`src/rtl/bha_pkg.sv`:
```
package bha_pkg;
  parameter int unsigned NUM_CH = 2;
  localparam int unsigned OWN_W = $clog2(NUM_CH + 1);
  typedef logic [OWN_W-1:0] owner_t;
  localparam owner_t OWNER_HOST = '0;
endpackage

```
`src/rtl/bha_req_latch.sv`:
```
module bha_req_latch #(
  parameter int unsigned N = 2
) (
  input  logic         clk,
  input  logic         rst_n,
  input  logic [N-1:0] set_i,
  input  logic [N-1:0] clr_i,
  output logic [N-1:0] pend_o
);
  for (genvar k = 0; k < N; k++) begin : g_ch
    logic pend_q;
    logic pend_d;
    logic pend_en;

    always_comb begin
      pend_en = set_i[k] | clr_i[k];
      pend_d  = set_i[k] & ~clr_i[k];
    end

    always_ff @(posedge clk or negedge rst_n) begin
      if (!rst_n) begin
        pend_q <= 1'b0;
      end else if (pend_en) begin
        pend_q <= pend_d;
      end
    end

    assign pend_o[k] = pend_q;
  end
endmodule

```
`src/rtl/bha_prio_pick.sv`:
```
module bha_prio_pick #(
  parameter int unsigned N = 2
) (
  input  logic [N-1:0] cand_i,
  output logic [N-1:0] pick_o,
  output logic         any_o
);
  always_comb begin
    pick_o = cand_i & (~cand_i + {{(N-1){1'b0}}, 1'b1});
    any_o  = |cand_i;
  end
endmodule

```
`src/rtl/bha_owner_ctl.sv`:
```
module bha_owner_ctl
  import bha_pkg::*;
#(
  parameter int unsigned N = NUM_CH
) (
  input  logic         clk,
  input  logic         rst_n,
  input  logic         mc_end_i,
  input  logic         lock_n_i,
  input  logic [N-1:0] pick_i,
  input  logic         pick_any_i,
  input  logic [N-1:0] rel_i,
  output logic [N-1:0] grant_d_o,
  output logic [N-1:0] grant_o,
  output owner_t       owner_o
);
  owner_t       owner_q, owner_d, pick_code;
  logic [N-1:0] grant_q;
  logic         host_owns, handover, rel_hit, owner_en;

  always_comb begin
    pick_code = OWNER_HOST;
    rel_hit   = 1'b0;
    for (int k = 0; k < int'(N); k++) begin
      if (pick_i[k]) pick_code = owner_t'(k + 1);
      if (owner_q == owner_t'(k + 1) && rel_i[k]) rel_hit = 1'b1;
    end
    host_owns = (owner_q == OWNER_HOST);
    handover  = host_owns & mc_end_i & lock_n_i & pick_any_i;
    owner_en  = handover | rel_hit;
    owner_d   = handover ? pick_code : OWNER_HOST;
    grant_d_o = handover ? pick_i : '0;
  end

  always_ff @(posedge clk or negedge rst_n) begin
    if (!rst_n) begin
      owner_q <= OWNER_HOST;
      grant_q <= '0;
    end else begin
      grant_q <= grant_d_o;
      if (owner_en) begin
        owner_q <= owner_d;
      end
    end
  end

  assign owner_o = owner_q;
  assign grant_o = grant_q;
endmodule

```
`src/rtl/bus_handover_arbiter.sv`:
```
module bus_handover_arbiter
  import bha_pkg::*;
(
  input  logic                clk,
  input  logic                rst_n,
  input  logic [NUM_CH-1:0]   req_i,
  input  logic [NUM_CH-1:0]   rel_i,
  input  logic                mc_end_i,
  input  logic                lock_n_i,
  output logic [NUM_CH-1:0]   grant_o,
  output logic [OWN_W-1:0]    owner_o
);
  logic [NUM_CH-1:0] own_mask, req_set, pend, cand, pick, grant_d;
  logic              pick_any;
  owner_t            owner;

  for (genvar k = 0; k < NUM_CH; k++) begin : g_mask
    assign own_mask[k] = (owner == owner_t'(k + 1));
  end

  assign req_set = req_i & ~own_mask;
  assign cand    = pend | req_set;

  bha_req_latch #(.N(NUM_CH)) u_latch (
    .clk    (clk),
    .rst_n  (rst_n),
    .set_i  (req_set),
    .clr_i  (grant_d),
    .pend_o (pend)
  );

  bha_prio_pick #(.N(NUM_CH)) u_pick (
    .cand_i (cand),
    .pick_o (pick),
    .any_o  (pick_any)
  );

  bha_owner_ctl #(.N(NUM_CH)) u_ctl (
    .clk        (clk),
    .rst_n      (rst_n),
    .mc_end_i   (mc_end_i),
    .lock_n_i   (lock_n_i),
    .pick_i     (pick),
    .pick_any_i (pick_any),
    .rel_i      (rel_i),
    .grant_d_o  (grant_d),
    .grant_o    (grant_o),
    .owner_o    (owner)
  );

  assign owner_o = owner;
endmodule

```
`config.mk`:
```
export PLATFORM = sky130hd
export DESIGN_NAME = bus_handover_arbiter
export DESIGN_NICKNAME = d
export VERILOG_FILES = /design/src/rtl/bha_pkg.sv /design/src/rtl/bha_req_latch.sv /design/src/rtl/bha_prio_pick.sv /design/src/rtl/bha_owner_ctl.sv /design/src/rtl/bus_handover_arbiter.sv
export SDC_FILE = /design/constraint.sdc
export NUM_CORES = 1
export LEC_CHECK = 0
export BUFFER_PORTS_ARGS = -buffer_cell sky130_fd_sc_hd__buf_4
export CAP_MARGIN = 15
export CORE_AREA = 2 2 39 41
export DETAILED_ROUTE_END_ITERATION = 12
export DIE_AREA = 0 0 41 43
export GPL_TIMING_DRIVEN = 0
export HOLD_SLACK_MARGIN = 0.02
export PLACE_DENSITY_LB_ADDON = 0.08
export SLEW_MARGIN = 20
export SYNTH_ARGS = -nofsm -noshare
export SYNTH_HDL_FRONTEND = slang
export SYNTH_SLANG_ARGS = --single-unit
export TNS_END_PERCENT = 30
```
`constraint.sdc`:
```
create_clock -name clk -period 2 [get_ports clk]
set_input_delay 0.4 -clock clk [delete_from_list [all_inputs] [get_ports clk]]
set_output_delay 0.4 -clock clk [all_outputs]
set_load 0.01 [all_outputs]
```
==> results.yml, run 1 <==
clocking:
  htreeDepth: 1
  cts_root_buf: "clkbuf_4"
  cts.clk_slew.worst_paths_ps: 40
  cts_tree: "done"
  clk_path_buf_depth: 2
  cts-resized-gates: 0
  clock_sinks: 6
  cts_buffers: 3
  clk_latency_ps: 230
global_route:
  grt_pass1_vias: 186
  grtUsageMet1_pct: 10.5
  grt_pass1_wl_um: 828
  grt_max_degree: 7
  grtUsageMet3_pct: 3.14
  use_met2_pct: 8.44
  grt_usage_pct: 7.77
  antenna_found_initial: 0
  gr-max-usage-layer: "met1"
  overflow: 0
die:
  io_pins: 12
  dieArea_um2: 1760
  design.core.area_um2: 1380
  rows: 14
  fp.dieH_um: 43
  start_util_pct: 19.1
  die_x_um: 41
worst_setup_path:
  crit_family: "flip-flops"
  critical_path_class: "reg2out"
  critPathArrivalTime_ps: 830
  startpoint: "u_ctl.owner_o[0]$_DFFE_PN0P_"
  slowest_delay_ps: 430
  crit_chain: "buf_4"
  critPathMaxFanout: 6
  crit_path_top_delay_cell: "dfrtp_1"
  path_buf_inv: 1
  r2r-start: "u_ctl.owner_o[1]$_DFFE_PN0P_"
  crit_cells: 1
  rr_worst_depth: 3
  r2r_slack_ps: 1040
  end_kind: "output pin"
  start_kind: "register"
  crit_required_ps: 1600
routing:
  vias: 215
  wire_per_inst_um: 9.73
  drt-total-wl_um: 545
  ant_nets: 0
  first_pass_iters: 4
  drc: 0
  drt_iter0_markers: 6
  viasPerCell: 3.84
timing:
  setup_tns_ps: 0
  relSlewSlack_pct: 83.1
  hold_slack_ps: 433
  fin_crit_sh_pct: 61.6
  setup_viol: 0
  skew_ps: 0.283
  timing.final.hold_violations: 0
  tightestPinTransition_ps: 251
  max_freq_mhz: 812
  maxSlewViolCount: 0
  fin_crit_ps: 1230
  rsz0062_at_grt: "no"
job:
  maxCapViolCount: 0
finish:
  nets: 50
  area_growth_pct: 51.2
  diodes: 0
  fill_cells: 153
  layout-drive-gt1-share_pct: 47.5
synthesis:
  synth_top_cell_area_share_pct: 56.9
  synth_edf_count: 0
  netlist_area_um2: 264
  synthArstFlopShare_pct: 100
  netlist.top_cell.by_area: "dfrtp_1"
  yosys_warnings: 0
  ys_seq_elements: 6
  syn-num-nets: 33
  synth_most_common_cell: "dfrtp_1"
  postSynthCellCount: 25
  ys_types: 12
  synth_flop_cell: "dfrtp_1"
  ys_seq_area_share_pct: 56.9
  syn_avg_cell_area_um2: 10.6
  synth_area_leaders: "dfrtp_1, o21ai_0, nand2b_1"
  synth_commonest_cells: "dfrtp_1, nor2_1, o21ai_0"
min_path:
  hp-class: "in2reg"
  hold_path.startpoint: "req_i[1]"
  holdPathStages: 3
placement:
  port_buffers: 11
  gp_congestion: 0.682
power:
  ir_drop_mv: 0.285
  power_w: 0.000354
  power_density_nw_per_um2: 886
  p_leak_nw: 0.187
outcome:
  status: "complete, no violations"
-- per-layer routing --
layer | vias up | wire, um
met5 | - | 0
met4 | 0 | 4
met3 | 2 | 74
met2 | 11 | 231
met1 | 88 | 235
li1 | 114 | -
-- final cells by class --
cell class,count,area [um^2],share of cell area [%]
multi-input cells,17,106,26.6
well taps,16,20.0,5.02
inverters,2,7.51,1.88
repair buffers,12,92.6,23.2
flip-flops and latches,6,150,37.6
clock buffers,3,22.5,5.64
-- worst paths after layout --
kind / endpoint
min reg2reg: u_latch.g_ch[1].pend_q$_DFFE_PN0P_
max reg2reg: u_latch.g_ch[1].pend_q$_DFFE_PN0P_
max in group asynchronous: u_ctl.grant_o[1]$_DFF_PN0_
max: owner_o[0]
min in group asynchronous: u_ctl.owner_o[0]$_DFFE_PN0P_
min: u_latch.g_ch[1].pend_q$_DFFE_PN0P_
-- stage by stage --
stage               utilization, %  cell area [um^2]  cells  setup slack (ps)
floorplan                        -               264     25              1060
global placement              26.5               367     52              1000
detailed placement            26.5               367     52              1000
CTS                           28.8               399     56               746
global route                  28.8               399     56               731
finish                        28.8               399     56               769
-- what timing repair did --
action,CTS,global route
setup buffers,0,0
endpoints found under the hold margin,6,0
hold buffers,1,0
-- state kept, by name (all words and copies together), names as in the netlist --
name                 flops
u_ctl.owner_o            2
u_latch.g_ch.pend_q      2
u_ctl.grant_o            2
-- logic make-up after synthesis --
logic type / count (synthesis) / synth area share (%)
AOI/OAI and AO/OA: 8 / 16.6
buffers and inverters: 2 / 2.84
DFF: 6 / 56.9
and+or+nand+nor: 9 / 23.7
-- where the power goes --
part / internal (W) / total (W) / switching (W)
combinational: 0.0000462 / 0.0000866 / 0.0000404
clock: 0.0000674 / 0.000104 / 0.0000370
sequential: 0.000141 / 0.000163 / 0.0000214
total: 0.000255 / 0.000354 / 0.0000988
-- cell usage in the layout, fill, tap and decap left out --
master,netlist,final
nor2_1,3,3
clkbuf_4,0,3
nand2b_1,2,2
o21ai_0,3,3
dfrtp_1,6,6
buf_4,0,11
inv_1,2,2
dlygate4sd3_1,0,1
nor2_2,1,1
a21oi_2,1,1
o21ai_1,2,2
and3_4,1,1
a21oi_1,2,2
nand3_2,1,1
nor2_4,1,1
No activity file was read; power rests on OpenSTA's default activity.
==> inputs of run 2 (changes only) <==
==> constraint.sdc (replaced) <==
create_clock -name clk -period 1 [get_ports clk]
set_input_delay 0.2 -clock clk [delete_from_list [all_inputs] [get_ports clk]]
set_output_delay 0.2 -clock clk [all_outputs]
set_load 0.01 [all_outputs]
==> results.yml, run 2 (synthesized netlist as in run 1, its figures left out) <==
worst_setup_path:
  critPathMaxFanout: 5
  crit_cells: 1
  path_buf_inv: 1
  crit_path_top_delay_cell: "dfrtp_2"
  slowest_delay_ps: 430
  rr_worst_depth: 3
  critical_path_class: "reg2out"
  startpoint: "u_ctl.owner_o[1]$_DFFE_PN0P_"
  timing.rr.end: "u_latch.g_ch[1].pend_q$_DFFE_PN0P_"
  crit_chain: "buf_6"
  r2r_slack_ps: 50
  critPathArrivalTime_ps: 800
  start_kind: "register"
  r2r-start: "u_ctl.owner_o[1]$_DFFE_PN0P_"
  end_kind: "output pin"
  crit_path_end: "owner_o[1]"
  crit_required_ps: 800
  crit_family: "flip-flops"
global_route:
  grt_usage_pct: 8.48
  grt_pass1_wl_um: 917
  grt_pass1_vias: 206
  overflow: 0
  grt_max_degree: 7
  antenna_found_initial: 0
die:
  start_util_pct: 19.1
  io_pins: 12
  rows: 14
  dieArea_um2: 1760
  design.core.area_um2: 1380
  fp.dieH_um: 43
  die_x_um: 41
outcome:
  status: "complete, no violations"
timing:
  fin_crit_sh_pct: 99.7
  relSlewSlack_pct: 88.6
  timing.final.hold_violations: 0
  setup_tns_ps: 0
  tightestPinTransition_ps: 169
  max_freq_mhz: 1000
  setup_viol: 0
  skew_ps: 1.37
  hold_slack_ps: 233
  maxSlewViolCount: 0
  rsz0062_at_grt: "yes"
  fin_crit_ps: 997
routing:
  drc: 0
  drt_iter0_markers: 7
  wire_per_inst_um: 9.84
  ant_nets: 0
  drt-total-wl_um: 571
  viasPerCell: 3.86
  first_pass_iters: 4
  vias: 224
clocking:
  cts_buffers: 3
  cts_root_buf: "clkbuf_4"
  cts_tree: "done"
  clk_latency_ps: 230
  htreeDepth: 1
  clock_sinks: 6
  cts.clk_slew.worst_paths_ps: 40
  clk_path_buf_depth: 2
finish:
  layout_common_cells: "buf_4, dfrtp_1, o21ai_1, nor2_1, clkbuf_4"
  area_growth_pct: 60.7
  layout-drive-gt1-share_pct: 54.8
  fill_cells: 155
  nets: 52
  diodes: 0
  final_common_cell: "buf_4"
placement:
  gp_congestion: 0.682
  port_buffers: 11
power:
  power_w: 0.000747
  ir_drop_mv: 0.464
  power_density_nw_per_um2: 1760
  p_leak_nw: 0.196
min_path:
  hp-class: "in2reg"
  hold_path.startpoint: "req_i[0]"
job:
  maxCapViolCount: 0
run 2: worst min path at each step:
| stage | to | slack, ps | cells after the start |
|---|---|---|---|
| 2_1_floorplan | u_ctl.grant_o[0]$_DFF_PN0_ | -100 | 0 |
| 6_report | u_ctl.grant_o[0]$_DFF_PN0_ | 230 | 3 |
| 4_1_cts | u_latch.g_ch[1].pend_q$_DFFE_PN0P_ | 230 | 3 |
| 5_1_grt | u_ctl.grant_o[0]$_DFF_PN0_ | 240 | 3 |
| 3_5_place_dp | u_ctl.owner_o[0]$_DFFE_PN0P_ | 10 | 1 |
| 3_3_place_gp | u_ctl.owner_o[0]$_DFFE_PN0P_ | 10 | 1 |
run 2: per-stage QoR:
| stage | utilization [%] | cell area, um^2 | worst slack, ps | instances |
|---|---|---|---|---|
| final | 30.7 | 424 | 3.25 | 58 |
| after global routing | 30.7 | 424 | -28.7 | 58 |
| after CTS | 30.7 | 424 | -8.61 | 58 |
| after detailed placement | 26.5 | 367 | 27.1 | 52 |
| after global placement | 26.5 | 367 | 35.3 | 52 |
| after floorplan | - | 264 | 58.4 | 25 |
run 2: cell type report:
class / instances / area (um^2) / share of cell area, %
inverter: 2 / 7.51 / 1.77
clock buffer: 3 / 22.5 / 5.31
timing repair buffer: 14 / 115 / 27.1
multi-input combinational: 17 / 106 / 25.1
tap: 16 / 20.0 / 4.72
sequential: 6 / 153 / 36.0
run 2: where the power goes:
part / switching [W] / internal, W
sequential: 0.0000414 / 0.000286
combinational: 0.0000885 / 0.000121
clock: 0.0000757 / 0.000135
run 2: what timing repair did:
action / CTS / global route
hold buffers: 1 / 0
gates resized for setup: 4 / 1
setup buffers: 2 / 0
setup endpoints to repair: 2 / 4
hold endpoints to repair: 6 / 0
run 2: layer usage:
layer  global-route usage, %  wire (um)
met5                       0          0
met4                    8.00          4
met3                    3.14         59
met2                    10.0        252
met1                    11.1        254
==> inputs of run 3 (changes only) <==
--- a/config.mk
+++ b/config.mk
@@ -16,5 +16,6 @@
 export SLEW_MARGIN = 20
 export SYNTH_ARGS = -nofsm -noshare
 export SYNTH_HDL_FRONTEND = slang
+export SYNTH_HIERARCHICAL = 1
 export SYNTH_SLANG_ARGS = --single-unit
 export TNS_END_PERCENT = 30
==> results.yml, run 3 <==
outcome:
  status: "complete, but fails checks"
  violations: "setup timing"
job:
  maxCapViolCount: 0
power:
  p_sw_share_pct: 29.9
  power_density_nw_per_um2: 2440
  power_w: 0.00140
  seq_power_share_pct: 27.4
  ir_drop_mv: 1.10
  p_leak_nw: 0.264
  p_int_w: 0.000979
  p_switching_w: 0.000418
  clkPwrFrac_pct: 16.4
  comb_power_share_pct: 56.3
routing:
  drt-total-wl_um: 752
  drt_iter0_markers: 4
  first_pass_iters: 3
  ant_nets: 0
  vias: 287
  viasPerCell: 4.35
  drc: 0
  wire_per_inst_um: 11.4
synthesis:
  synth_area_leaders: "dfrtp_1, buf_4, o21ba_1"
  ys_types: 14
  netlist.top_cell.by_area: "dfrtp_1"
  synth_commonest_cells: "dfrtp_1, buf_4, and3_1, nand2b_1"
  netlist_area_um2: 325
  ys_seq_area_share_pct: 46.2
  syn-num-nets: 37
  postSynthCellCount: 29
  synth_edf_count: 0
  synth_most_common_cell: "dfrtp_1"
  synth_flop_cell: "dfrtp_1"
  synthArstFlopShare_pct: 100
  synth_top_cell_area_share_pct: 46.2
  syn_avg_cell_area_um2: 11.2
  yosys_warnings: 6
  ys_seq_elements: 6
clocking:
  clk_latency_ps: 240
  htreeDepth: 1
  cts.clk_slew.worst_paths_ps: 50
  cts_root_buf: "clkbuf_4"
  clock_sinks: 6
  clk_path_buf_depth: 2
  cts_tree: "done"
  cts_buffers: 3
timing:
  timing.final.hold_violations: 0
  rsz0062_at_grt: "yes"
  fin_crit_sh_pct: 157
  tightestPinTransition_ps: 186
  max_freq_mhz: 635
  maxSlewViolCount: 0
  setup_viol: 8
  skew_ps: 2.86
  fin_ws_ps: -574
  setup_tns_ps: -3370
  fin_crit_ps: 1570
  relSlewSlack_pct: 87.5
finish:
  layout-drive-gt1-share_pct: 72.0
  nets: 60
  fin_util_pct: 41.4
  fill_cells: 141
  layout_common_cells: "buf_4, buf_6, dfrtp_1"
  final_common_cell: "buf_4"
  diodes: 0
  area_growth_pct: 76.2
global_route:
  grt_usage_pct: 11.2
  grt_pass1_vias: 295
  overflow: 0
  grt_pass1_wl_um: 1260
  antenna_found_initial: 0
  grt_max_degree: 7
worst_setup_path:
  crit_required_ps: 1130
  critPathArrivalTime_ps: 1700
  critPathMaxFanout: 3
  end_kind: "register"
  start_kind: "register"
  critical_path_class: "reg2reg"
placement:
  gp_congestion: 0.715
  port_buffers: 11
die:
  start_util_pct: 23.5
  die_x_um: 41
  dieArea_um2: 1760
  design.core.area_um2: 1380
  rows: 14
  fp.dieH_um: 43
  io_pins: 12
min_path:
  hp-class: "in2reg"
[run 3: kinds of logic (layout without fill, tap and decap cells)]
family          count (synthesis)  in the layout  share of synthesized area (%)
flops                           6              6                           46.2
buf+inv                         4             25                           9.23
compound gates                  6              6                           16.9
simple gates                   13             13                           27.7
[run 3: critical path, cell delays in order (launching register included)]
cell      delay (ps)
dfrtp_2          420
nand2b_4         150
a21o_1           170
or2_1            210
and3_4           180
buf_6            110
a22o_2           220
[run 3: cell type report]
cell class	count	area (um^2)	area share [%]
tap	16	20.0	3.49
clock buffer	3	22.5	3.93
sequential	6	153	26.6
timing repair buffer	19	171	29.9
multi-input combinational	19	184	32.1
buffer	3	22.5	3.93
[run 3: timing repair]
| item | in CTS | in global routing |
|---|---|---|
| setup endpoints to repair | 8 | 8 |
| pin swaps | 4 | 5 |
| buffers inserted | 6 | 1 |
| gates resized for setup | 4 | 6 |
| hold endpoints to repair | 6 | 0 |
| hold buffers | 1 | 0 |
[run 3: path summary, 6_finish.rpt]
| kind | slack [ps] | endpoint | depth (start not counted) | startpoint |
|---|---|---|---|---|
| min in group asynchronous | 300 | u_latch/g_ch[1].pend_q$_DFFE_PN0P_ | 2 | rst_n |
| setup reg to reg | -570 | u_ctl/owner_o[0]$_DFFE_PN0P_ | 6 | u_ctl/owner_o[1]$_DFFE_PN0P_ |
| setup / recovery | -570 | u_ctl/owner_o[0]$_DFFE_PN0P_ | 6 | u_ctl/owner_o[1]$_DFFE_PN0P_ |
| hold / removal | 270 | u_ctl/owner_o[0]$_DFFE_PN0P_ | 3 | rel_i[0] |
| hold reg to reg | 490 | u_latch/g_ch[1].pend_q$_DFFE_PN0P_ | 1 | u_latch/g_ch[1].pend_q$_DFFE_PN0P_ |
| max in group asynchronous | 570 | u_ctl/owner_o[0]$_DFFE_PN0P_ | 2 | rst_n |
[run 3: metal layers]
metal / wire length, um / GRT usage [%]
met1: 318 / 12.7
met2: 379 / 15.9
met3: 54 / 3.14
met4: 0 / 10.0
met5: 0 / 0
[run 3: power by group through the flow]
stage | Combinational (W) | Sequential [W] | Clock (W)
detailed placement | 0.000487 | 0.000425 | 0
global route | 0.000849 | 0.000384 | 0.000255
finish | 0.000786 | 0.000382 | 0.000229
floorplan | 0.000334 | 0.000428 | 0
CTS | 0.000691 | 0.000370 | 0.000238
global placement | 0.000482 | 0.000424 | 0
[run 3: per-stage QoR]
stage | hold slack, ps | cells | area, um^2 | worst slack (ps)
global placement | 11.7 | 56 | 455 | -702
detailed placement | 14.7 | 56 | 455 | -697
CTS | 254 | 65 | 539 | -595
global route | 273 | 66 | 573 | -614
finish | 266 | 66 | 573 | -574
floorplan | -95.6 | 29 | 353 | -641
